File: config.mk
export PLATFORM = sky130hd
export DESIGN_NAME = colour_matrix
export DESIGN_NICKNAME = d
export VERILOG_FILES = /design/src/rtl/cmx_pkg.sv /design/src/rtl/cmx_coef_bank.sv /design/src/rtl/cmx_mul_stage.sv /design/src/rtl/cmx_sum_round.sv /design/src/rtl/colour_matrix.sv
export SDC_FILE = /design/constraint.sdc
export NUM_CORES = 2
export LEC_CHECK = 0
export ABC_AREA = 1
export BUFFER_PORTS_ARGS = -buffer_cell sky130_fd_sc_hd__clkbuf_2
export CAP_MARGIN = 20
export CELL_PAD_IN_SITES_DETAIL_PLACEMENT = 1
export CELL_PAD_IN_SITES_GLOBAL_PLACEMENT = 1
export CORE_MARGIN = 2
export CORE_UTILIZATION = 48
export DETAILED_ROUTE_END_ITERATION = 6
export PLACE_DENSITY_LB_ADDON = 0.15
export RECOVER_POWER = 50
export SYNTH_ARGS = -nofsm -noshare
export SYNTH_HDL_FRONTEND = slang
export SYNTH_HIERARCHICAL = 1
export SYNTH_SLANG_ARGS = --single-unit
File: constraint.sdc
create_clock -name clk -period 7 [get_ports clk]
set_input_delay 1.4 -clock clk [delete_from_list [all_inputs] [get_ports clk]]
set_output_delay 1.4 -clock clk [all_outputs]
set_load 0.05 [all_outputs]
File: src/rtl/cmx_pkg.sv
package cmx_pkg;
  localparam int CH        = 3;
  localparam int PIX_W     = 13;
  localparam int PIX_FRAC  = 3;
  localparam int COEF_W    = 12;
  localparam int COEF_FRAC = 9;
  localparam int ACC_FRAC  = 6;
  localparam int ADDR_W    = 5;
  localparam int BYTE_W    = 8;
endpackage

File: src/rtl/cmx_coef_bank.sv
module cmx_coef_bank #(
  parameter int COEF_W = 12,
  parameter int NCOEF  = 9,
  parameter int ADDR_W = 5,
  parameter int BYTE_W = 8
) (
  input  logic                          clk,
  input  logic                          rst_n,
  input  logic                          we,
  input  logic [ADDR_W-1:0]             addr,
  input  logic [BYTE_W-1:0]             wdata,
  output logic [BYTE_W-1:0]             rdata,
  output logic [NCOEF-1:0][COEF_W-1:0]  coefs
);
  localparam int HI_W = COEF_W - BYTE_W;

  logic [NCOEF-1:0][BYTE_W-1:0] lo_q;
  logic [NCOEF-1:0][HI_W-1:0]   hi_q;

  for (genvar i = 0; i < NCOEF; i++) begin : g_word
    localparam logic [ADDR_W-1:0] A_LO = ADDR_W'(2 * i);
    localparam logic [ADDR_W-1:0] A_HI = ADDR_W'(2 * i + 1);
    always_ff @(posedge clk or negedge rst_n) begin
      if (!rst_n) begin
        lo_q[i] <= '0;
        hi_q[i] <= '0;
      end else if (we) begin
        if (addr == A_LO) lo_q[i] <= wdata;
        if (addr == A_HI) hi_q[i] <= wdata[HI_W-1:0];
      end
    end
    assign coefs[i] = {hi_q[i], lo_q[i]};
  end

  always_comb begin
    rdata = '0;
    for (int i = 0; i < NCOEF; i++) begin
      if (addr == ADDR_W'(2 * i))     rdata = lo_q[i];
      if (addr == ADDR_W'(2 * i + 1)) rdata = {{(BYTE_W-HI_W){1'b0}}, hi_q[i]};
    end
  end
endmodule

File: src/rtl/cmx_mul_stage.sv
module cmx_mul_stage #(
  parameter int CH     = 3,
  parameter int PIX_W  = 13,
  parameter int COEF_W = 12,
  parameter int DROP   = 6,
  parameter int TERM_W = PIX_W + COEF_W - DROP
) (
  input  logic                            clk,
  input  logic                            en,
  input  logic [CH-1:0][PIX_W-1:0]        pix,
  input  logic [CH*CH-1:0][COEF_W-1:0]    coefs,
  output logic [CH*CH-1:0][TERM_W-1:0]    terms
);
  localparam int PROD_W = PIX_W + COEF_W;

  for (genvar r = 0; r < CH; r++) begin : g_row
    for (genvar c = 0; c < CH; c++) begin : g_col
      localparam int K = r * CH + c;
      logic signed [PROD_W-1:0] pe, ce, pr;
      assign pe = {{(PROD_W-PIX_W){pix[c][PIX_W-1]}}, pix[c]};
      assign ce = {{(PROD_W-COEF_W){coefs[K][COEF_W-1]}}, coefs[K]};
      assign pr = pe * ce;
      always_ff @(posedge clk) begin
        if (en) terms[K] <= TERM_W'(pr >>> DROP);
      end
    end
  end
endmodule

File: src/rtl/cmx_sum_round.sv
module cmx_sum_round #(
  parameter int CH     = 3,
  parameter int TERM_W = 19,
  parameter int ACC_W  = 21,
  parameter int RSH    = 3,
  parameter int PIX_W  = 13
) (
  input  logic                          clk,
  input  logic                          en,
  input  logic [CH*CH-1:0][TERM_W-1:0]  terms,
  input  logic                          wide,
  output logic [CH-1:0][PIX_W-1:0]      res
);
  localparam logic signed [ACC_W-1:0] HALF = ACC_W'(1) <<< (RSH - 1);

  logic [CH-1:0][ACC_W-1:0] acc_q;

  for (genvar r = 0; r < CH; r++) begin : g_row
    logic signed [ACC_W-1:0] sum_d;
    always_comb begin
      sum_d = '0;
      for (int c = 0; c < CH; c++) begin
        sum_d = sum_d + ACC_W'($signed(terms[r*CH+c]));
      end
    end
    always_ff @(posedge clk) begin
      if (en) acc_q[r] <= sum_d;
    end

    logic signed [ACC_W-1:0] q;
    logic [PIX_W-2:0]        nb;
    assign q  = ($signed(acc_q[r]) + HALF) >>> RSH;
    assign nb = (PIX_W-1)'(q);
    always_ff @(posedge clk) begin
      if (en) res[r] <= wide ? PIX_W'(q) : {nb[PIX_W-2], nb};
    end
  end
endmodule

File: src/rtl/colour_matrix.sv
module colour_matrix
  import cmx_pkg::*;
#(
  parameter int P_PIX_W     = PIX_W,
  parameter int P_PIX_FRAC  = PIX_FRAC,
  parameter int P_COEF_W    = COEF_W,
  parameter int P_COEF_FRAC = COEF_FRAC,
  parameter int P_ACC_FRAC  = ACC_FRAC,
  parameter int P_ADDR_W    = ADDR_W,
  parameter int P_BYTE_W    = BYTE_W
) (
  input  logic                  clk,
  input  logic                  rst_n,
  input  logic                  cfg_we,
  input  logic [P_ADDR_W-1:0]   cfg_addr,
  input  logic [P_BYTE_W-1:0]   cfg_wdata,
  output logic [P_BYTE_W-1:0]   cfg_rdata,
  input  logic                  wide_mode,
  input  logic                  in_valid,
  output logic                  in_ready,
  input  logic [P_PIX_W-1:0]    in_a,
  input  logic [P_PIX_W-1:0]    in_b,
  input  logic [P_PIX_W-1:0]    in_c,
  output logic                  out_valid,
  input  logic                  out_ready,
  output logic [P_PIX_W-1:0]    out_x,
  output logic [P_PIX_W-1:0]    out_y,
  output logic [P_PIX_W-1:0]    out_z
);
  localparam int NCOEF  = CH * CH;
  localparam int DROP   = P_PIX_FRAC + P_COEF_FRAC - P_ACC_FRAC;
  localparam int TERM_W = P_PIX_W + P_COEF_W - DROP;
  localparam int ACC_W  = TERM_W + $clog2(CH) + 1;
  localparam int RSH    = P_ACC_FRAC - P_PIX_FRAC;

  logic [NCOEF-1:0][P_COEF_W-1:0] coefs;
  logic [NCOEF-1:0][TERM_W-1:0]   terms;
  logic [CH-1:0][P_PIX_W-1:0]     pix, res;
  logic adv;
  logic v1_q, v2_q, v3_q;
  logic m1_q, m2_q, s3_wide;

  cmx_coef_bank #(.COEF_W(P_COEF_W), .NCOEF(NCOEF), .ADDR_W(P_ADDR_W), .BYTE_W(P_BYTE_W)) u_bank (
    .clk(clk), .rst_n(rst_n), .we(cfg_we), .addr(cfg_addr),
    .wdata(cfg_wdata), .rdata(cfg_rdata), .coefs(coefs)
  );

  assign pix = {in_c, in_b, in_a};
  assign adv = !v3_q || out_ready;
  assign in_ready = adv;

  cmx_mul_stage #(.CH(CH), .PIX_W(P_PIX_W), .COEF_W(P_COEF_W), .DROP(DROP), .TERM_W(TERM_W)) u_mul (
    .clk(clk), .en(adv), .pix(pix), .coefs(coefs), .terms(terms)
  );

  cmx_sum_round #(.CH(CH), .TERM_W(TERM_W), .ACC_W(ACC_W), .RSH(RSH), .PIX_W(P_PIX_W)) u_sum (
    .clk(clk), .en(adv), .terms(terms), .wide(m2_q), .res(res)
  );

  always_ff @(posedge clk or negedge rst_n) begin
    if (!rst_n) begin
      v1_q <= 1'b0; v2_q <= 1'b0; v3_q <= 1'b0;
      m1_q <= 1'b0; m2_q <= 1'b0; s3_wide <= 1'b0;
    end else if (adv) begin
      v1_q <= in_valid;  v2_q <= v1_q;  v3_q <= v2_q;
      m1_q <= wide_mode; m2_q <= m1_q;  s3_wide <= m2_q;
    end
  end

  assign out_valid = v3_q;
  assign out_x = res[0];
  assign out_y = res[1];
  assign out_z = res[2];
endmodule

* Yosys cells after proc, flatten, opt, wreduce, memory -nomap -nowiden
Index checks and enable logic that the tools add are counted.
** Storage, ports and cells
- Word-level logic and storage cells :: 115
- Bits in registers :: 344
- Input bits :: 58
** Operators by class
- Multiplexer cells :: 21
- Add/subtract/negate cells :: 9
- Equal/unequal tests :: 17
- $mul :: 9
- Reductions and logical operators :: 21
** Operator list (number)
- $mul 13x12->22 :: 9
- $mux 8 :: 18
- $add 16x16->16 :: 6
- $add 16x4->16 const B :: 3
- $eq 5x4->1 const B :: 8
- $mux 13 :: 3
- $reduce_and 2->1 :: 18
- $eq 5x3->1 const B :: 4
- $eq 5x2->1 const B :: 2
- $eq 5x5->1 const B :: 2
- $eq 5x1->1 const B :: 1
- $logic_not 5->1 :: 1
- $logic_not 1->1 :: 1
- $logic_or 1x1->1 :: 1

* Depth between registers and ports, before layout
- Word-level depth :: 19
- Gate-level depth with buffers :: 24
- Gate-level depth less buffers :: 22

* Modules after synthesis
Netlist, hierarchy kept.
** By module, submodules not included
- cmx_mul_stage :: instances 1, area each 60189.0 um2, cells an instance 7562, seq. area each 5134.9 um2
- cmx_sum_round :: instances 1, area each 6869.1 um2, cells an instance 798, seq. area each 2432.3 um2
- cmx_coef_bank :: instances 1, area each 4810.9 um2, cells an instance 559, seq. area each 2702.6 um2
- colour_matrix :: instances 1, area each 192.7 um2, cells an instance 21, seq. area each 125.1 um2

* Worst setup path before layout
No wires, ideal clock.
- Path kind :: input to register
- Start point :: input port in_c[12]
- End point :: register, netlist name u_mul/terms[170]
- Data required time :: 6.747 ns
- Stages :: 21
- Path buffers :: 2
- Setup time :: 0.253 ns
- Slack :: 0.863 ns
- Arrival time :: 5.884 ns
- Path through :: clkbuf_1 clkbuf_1 nand2_1 fa_1 inv_1 fa_1 inv_1 fa_1 inv_1 fa_1 fa_1 ha_1 inv_1 nor3_1 nand2_1 nor2_1 nand2_1 inv_1 nor2_1 nand2_1 nand2_1
** RTL lines
- start: declaration :: RTL line colour_matrix.sv:23 : input logic [P_PIX_W-1:0] in_c,

* Worst setup path after layout
- Start point :: input port cfg_addr[4]
- End point :: output port cfg_rdata[1]
** On the way
- Word-level cells in the longest chain between the ends :: 19
- Elaborated cells on any way between the ends :: 36
- Classes of those cells :: eq/ne: 17; mux: 18; reduce/logical: 1
** Ends and longest elaborated chain
- start: declaration :: RTL line colour_matrix.sv:15 : input logic [P_ADDR_W-1:0] cfg_addr,
- $logic_not 5->1 :: RTL line cmx_coef_bank.sv:38 : if (addr == ADDR_W'(2 * i)) rdata = lo_q[i];
- $mux 8 :: RTL line cmx_coef_bank.sv:38
- $mux 8 :: RTL line cmx_coef_bank.sv:39 : if (addr == ADDR_W'(2 * i + 1)) rdata = {{(BYTE_W-HI_W){1'b0}}, hi_q[i]};
- $mux 8 :: RTL line cmx_coef_bank.sv:38
- $mux 8 :: RTL line cmx_coef_bank.sv:39
- $mux 8 :: RTL line cmx_coef_bank.sv:38
- $mux 8 :: RTL line cmx_coef_bank.sv:39
- $mux 8 :: RTL line cmx_coef_bank.sv:38
- [... 3 more ...]
- $mux 8 :: RTL line cmx_coef_bank.sv:38
- $mux 8 :: RTL line cmx_coef_bank.sv:39
- $mux 8 :: RTL line cmx_coef_bank.sv:38
- $mux 8 :: RTL line cmx_coef_bank.sv:39
- $mux 8 :: RTL line cmx_coef_bank.sv:38
- $mux 8 :: RTL line cmx_coef_bank.sv:39
- $mux 8 :: RTL line cmx_coef_bank.sv:38
- $mux 8 (*) :: RTL line cmx_coef_bank.sv:39
- end: declaration :: RTL line colour_matrix.sv:17 : output logic [P_BYTE_W-1:0] cfg_rdata,
Every way passes the cells marked *; elsewhere a longest branch is shown, timed or not.

==> results.yml <==
timing:
  maxSlewViolCount: 293
  worstMarginPinSlew_ns: 3.57
  holdWs_ns: 0.474
  layout_worst_path_cycle_share_pct: 88.1
  fin_tns_setup_ns: 0
  rsz0062_at_grt: "no"
  fin_skew_ns: 0.0212
  hold_violations: 0
  maxSlewHeadroom_pct: -138
  fmax_mhz: 162
  finalCriticalPeriod_ns: 6.16
  setup_viol_count_final: 0
worst_setup_path:
  slowest_stage: "nor2_1"
  startpoint_type: "primary input"
  critPathKind: "in2out"
  path_max_fanout: 8
  worstPathRequired_ns: 5.60
  path_buf_inv: 3
  cp-end-kind: "output pin"
  arrival_ns: 4.76
  cp_top_family: "simple AND/OR/NAND/NOR gates"
  cp_cell_sequence: "clkbuf_1, inv_1, nand2_1, nor2_1, nand2_1, nand4_1, nor2_1, nand4_1, nand2_1, nand4_1, nand2_1, nand4_1, clkbuf_2"
  cpPeakStageDelay_ns: 0.93
grt:
  overflow: 0
  grt_max_degree: 149
  grt_pass1_wl_um: 321000
  antenna_found_initial: 3
  grt_usage_pct: 29.7
  first_global_vias: 57400
clock_tree:
  clk_pin_slew_worst_paths_ns: 0.06
  cts_buffers: 43
  cts_setup_buffers: 0
  cts_tree: "yes"
  clock_path_buffers: 3
  cts.repair.resized: 0
  cts.htree.levels: 2
  ctsHoldBuffers: 0
  worstSkewPairLatency_ns: 0.65
  cts_sinks: 338
  cts_root_buffer: "clkbuf_16"
placed_design:
  gpl.final_weighted_congestion: 0.902
  dpl.hpwl_um: 162000
  port_buffers: 106
route:
  vias: 50300
  drc: 0
  viasPerCell: 5.18
  dr.pass1.iters: 5
  wl_per_cell_um: 20.5
  wirelength_um: 199000
  postRouteAntennaNets: 0
  drt-initial-drc-count: 2482
cells_and_area:
  finalNetCount: 9715
  final_util_pct: 51.0
  layout-drive-gt1-share_pct: 4.14
  area_growth_pct: 5.54
  diodes: 0
die:
  std_cell_rows: 135
  die_w_um: 373
  start_util_pct: 48.3
  die_h_um: 373
  ios: 107
  fp.coreArea_um2: 135000
  dieArea_um2: 139000
synthesis:
  syn_nets: 9759
  syn_inst: 7955
  ys.warnings.count: 6
  synth_area_per_cell_um2: 8.21
  syn-cell-area_um2: 65300
flow_run:
  maxCapViolations: 4
outcome:
  violations: "max-capacitance violations, max-slew violations"
  status: "complete, but fails checks"
hold_path:
  hold_class: "reg2reg"
==> cells in the final DEF, fill, tap and decap left out, types with 7 or more instances in the layout <==
cell,n
clkbuf_16,43
nand3_1,161
dfrtp_1,113
xnor2_1,33
nor4_1,9
nand4_1,39
nor2_4,7
clkbuf_2,104
clkbuf_1,7
o21bai_1,20
ha_1,468
xor2_1,113
or2_1,8
inv_2,9
a21o_1,8
fa_1,1278
inv_1,2194
clkinv_2,9
o21ai_0,139
clkinv_1,9
nor2_2,14
buf_4,68
nor2_1,284
and2_1,11
edfxtp_1,225
a21oi_1,154
nand2_2,28
nor3_1,28
o21ai_1,8
buf_12,10
nand2_1,2267
==> flip-flops by register name (all words and copies together) (netlist names) <==
register      flops
u_mul/terms     144
u_sum/acc_q      42
out_valid         1
v2_q              1
m2_q              1
v1_q              1
u_sum/res        39
u_bank/coefs    108
m1_q              1
==> final timing paths <==
path	from	slack (ns)	to	depth (start not counted)
max	cfg_addr[4]	0.84	cfg_rdata[1]	13
min	v2_q$_DFFE_PN0P_	0.47	out_valid$_DFFE_PN0P_	2
max reg2reg	u_bank/coefs[24]$_DFFE_PN0P_	1.36	u_mul/terms[53]$_DFFE_PP_	17
min reg2reg	v2_q$_DFFE_PN0P_	0.47	out_valid$_DFFE_PN0P_	2
max in group asynchronous	rst_n	2.13	u_bank/coefs[84]$_DFFE_PN0P_	2
min in group asynchronous	rst_n	1.98	m2_q$_DFFE_PN0P_	1
==> stage by stage <==
stage | instance area (um^2) | instances | setup slack [ns]
6_report | 68900 | 9725 | 0.836
5_1_grt | 68900 | 9725 | 0.702
4_1_cts | 69200 | 9725 | 1.12
3_5_place_dp | 67800 | 9647 | 0.448
3_3_place_gp | 67800 | 9647 | 0.499
2_1_floorplan | 65300 | 7955 | 1.09
==> final cells by class <==
class	count	area [um^2]
Inverter	2204	8270
Multi-Input combinational cell	5137	46200
Timing Repair Buffer	187	1250
Fill cell	16400	66400
Clock buffer	48	1110
Tap cell	1781	2230
Clock inverter	30	251
Sequential cell	338	9580
==> worst register-to-register path, stage by stage (launching register included) <==
cell     delay (ns)
dfrtp_1        1.02
nand2_1        0.33
fa_1           0.61
inv_1          0.06
ha_1           0.50
inv_1          0.10
fa_1           0.49
inv_1          0.05
fa_1           0.53
inv_1          0.05
fa_1           0.47
inv_1          0.04
ha_1           0.34
nand2_1        0.12
o21ai_0        0.30
a21oi_1        0.16
nand3_1        0.13
nand2_1        0.07
==> routing by layer <==
metal  wire [um]  track usage, %
met5          13               0
met4        5970            8.21
met3       10300            3.89
met2       97900            51.1
met1       85300            39.4
Power is left out: the tool's default activity adds up to more than one toggle a clock period on the data nets, which glitch-free logic cannot reach.
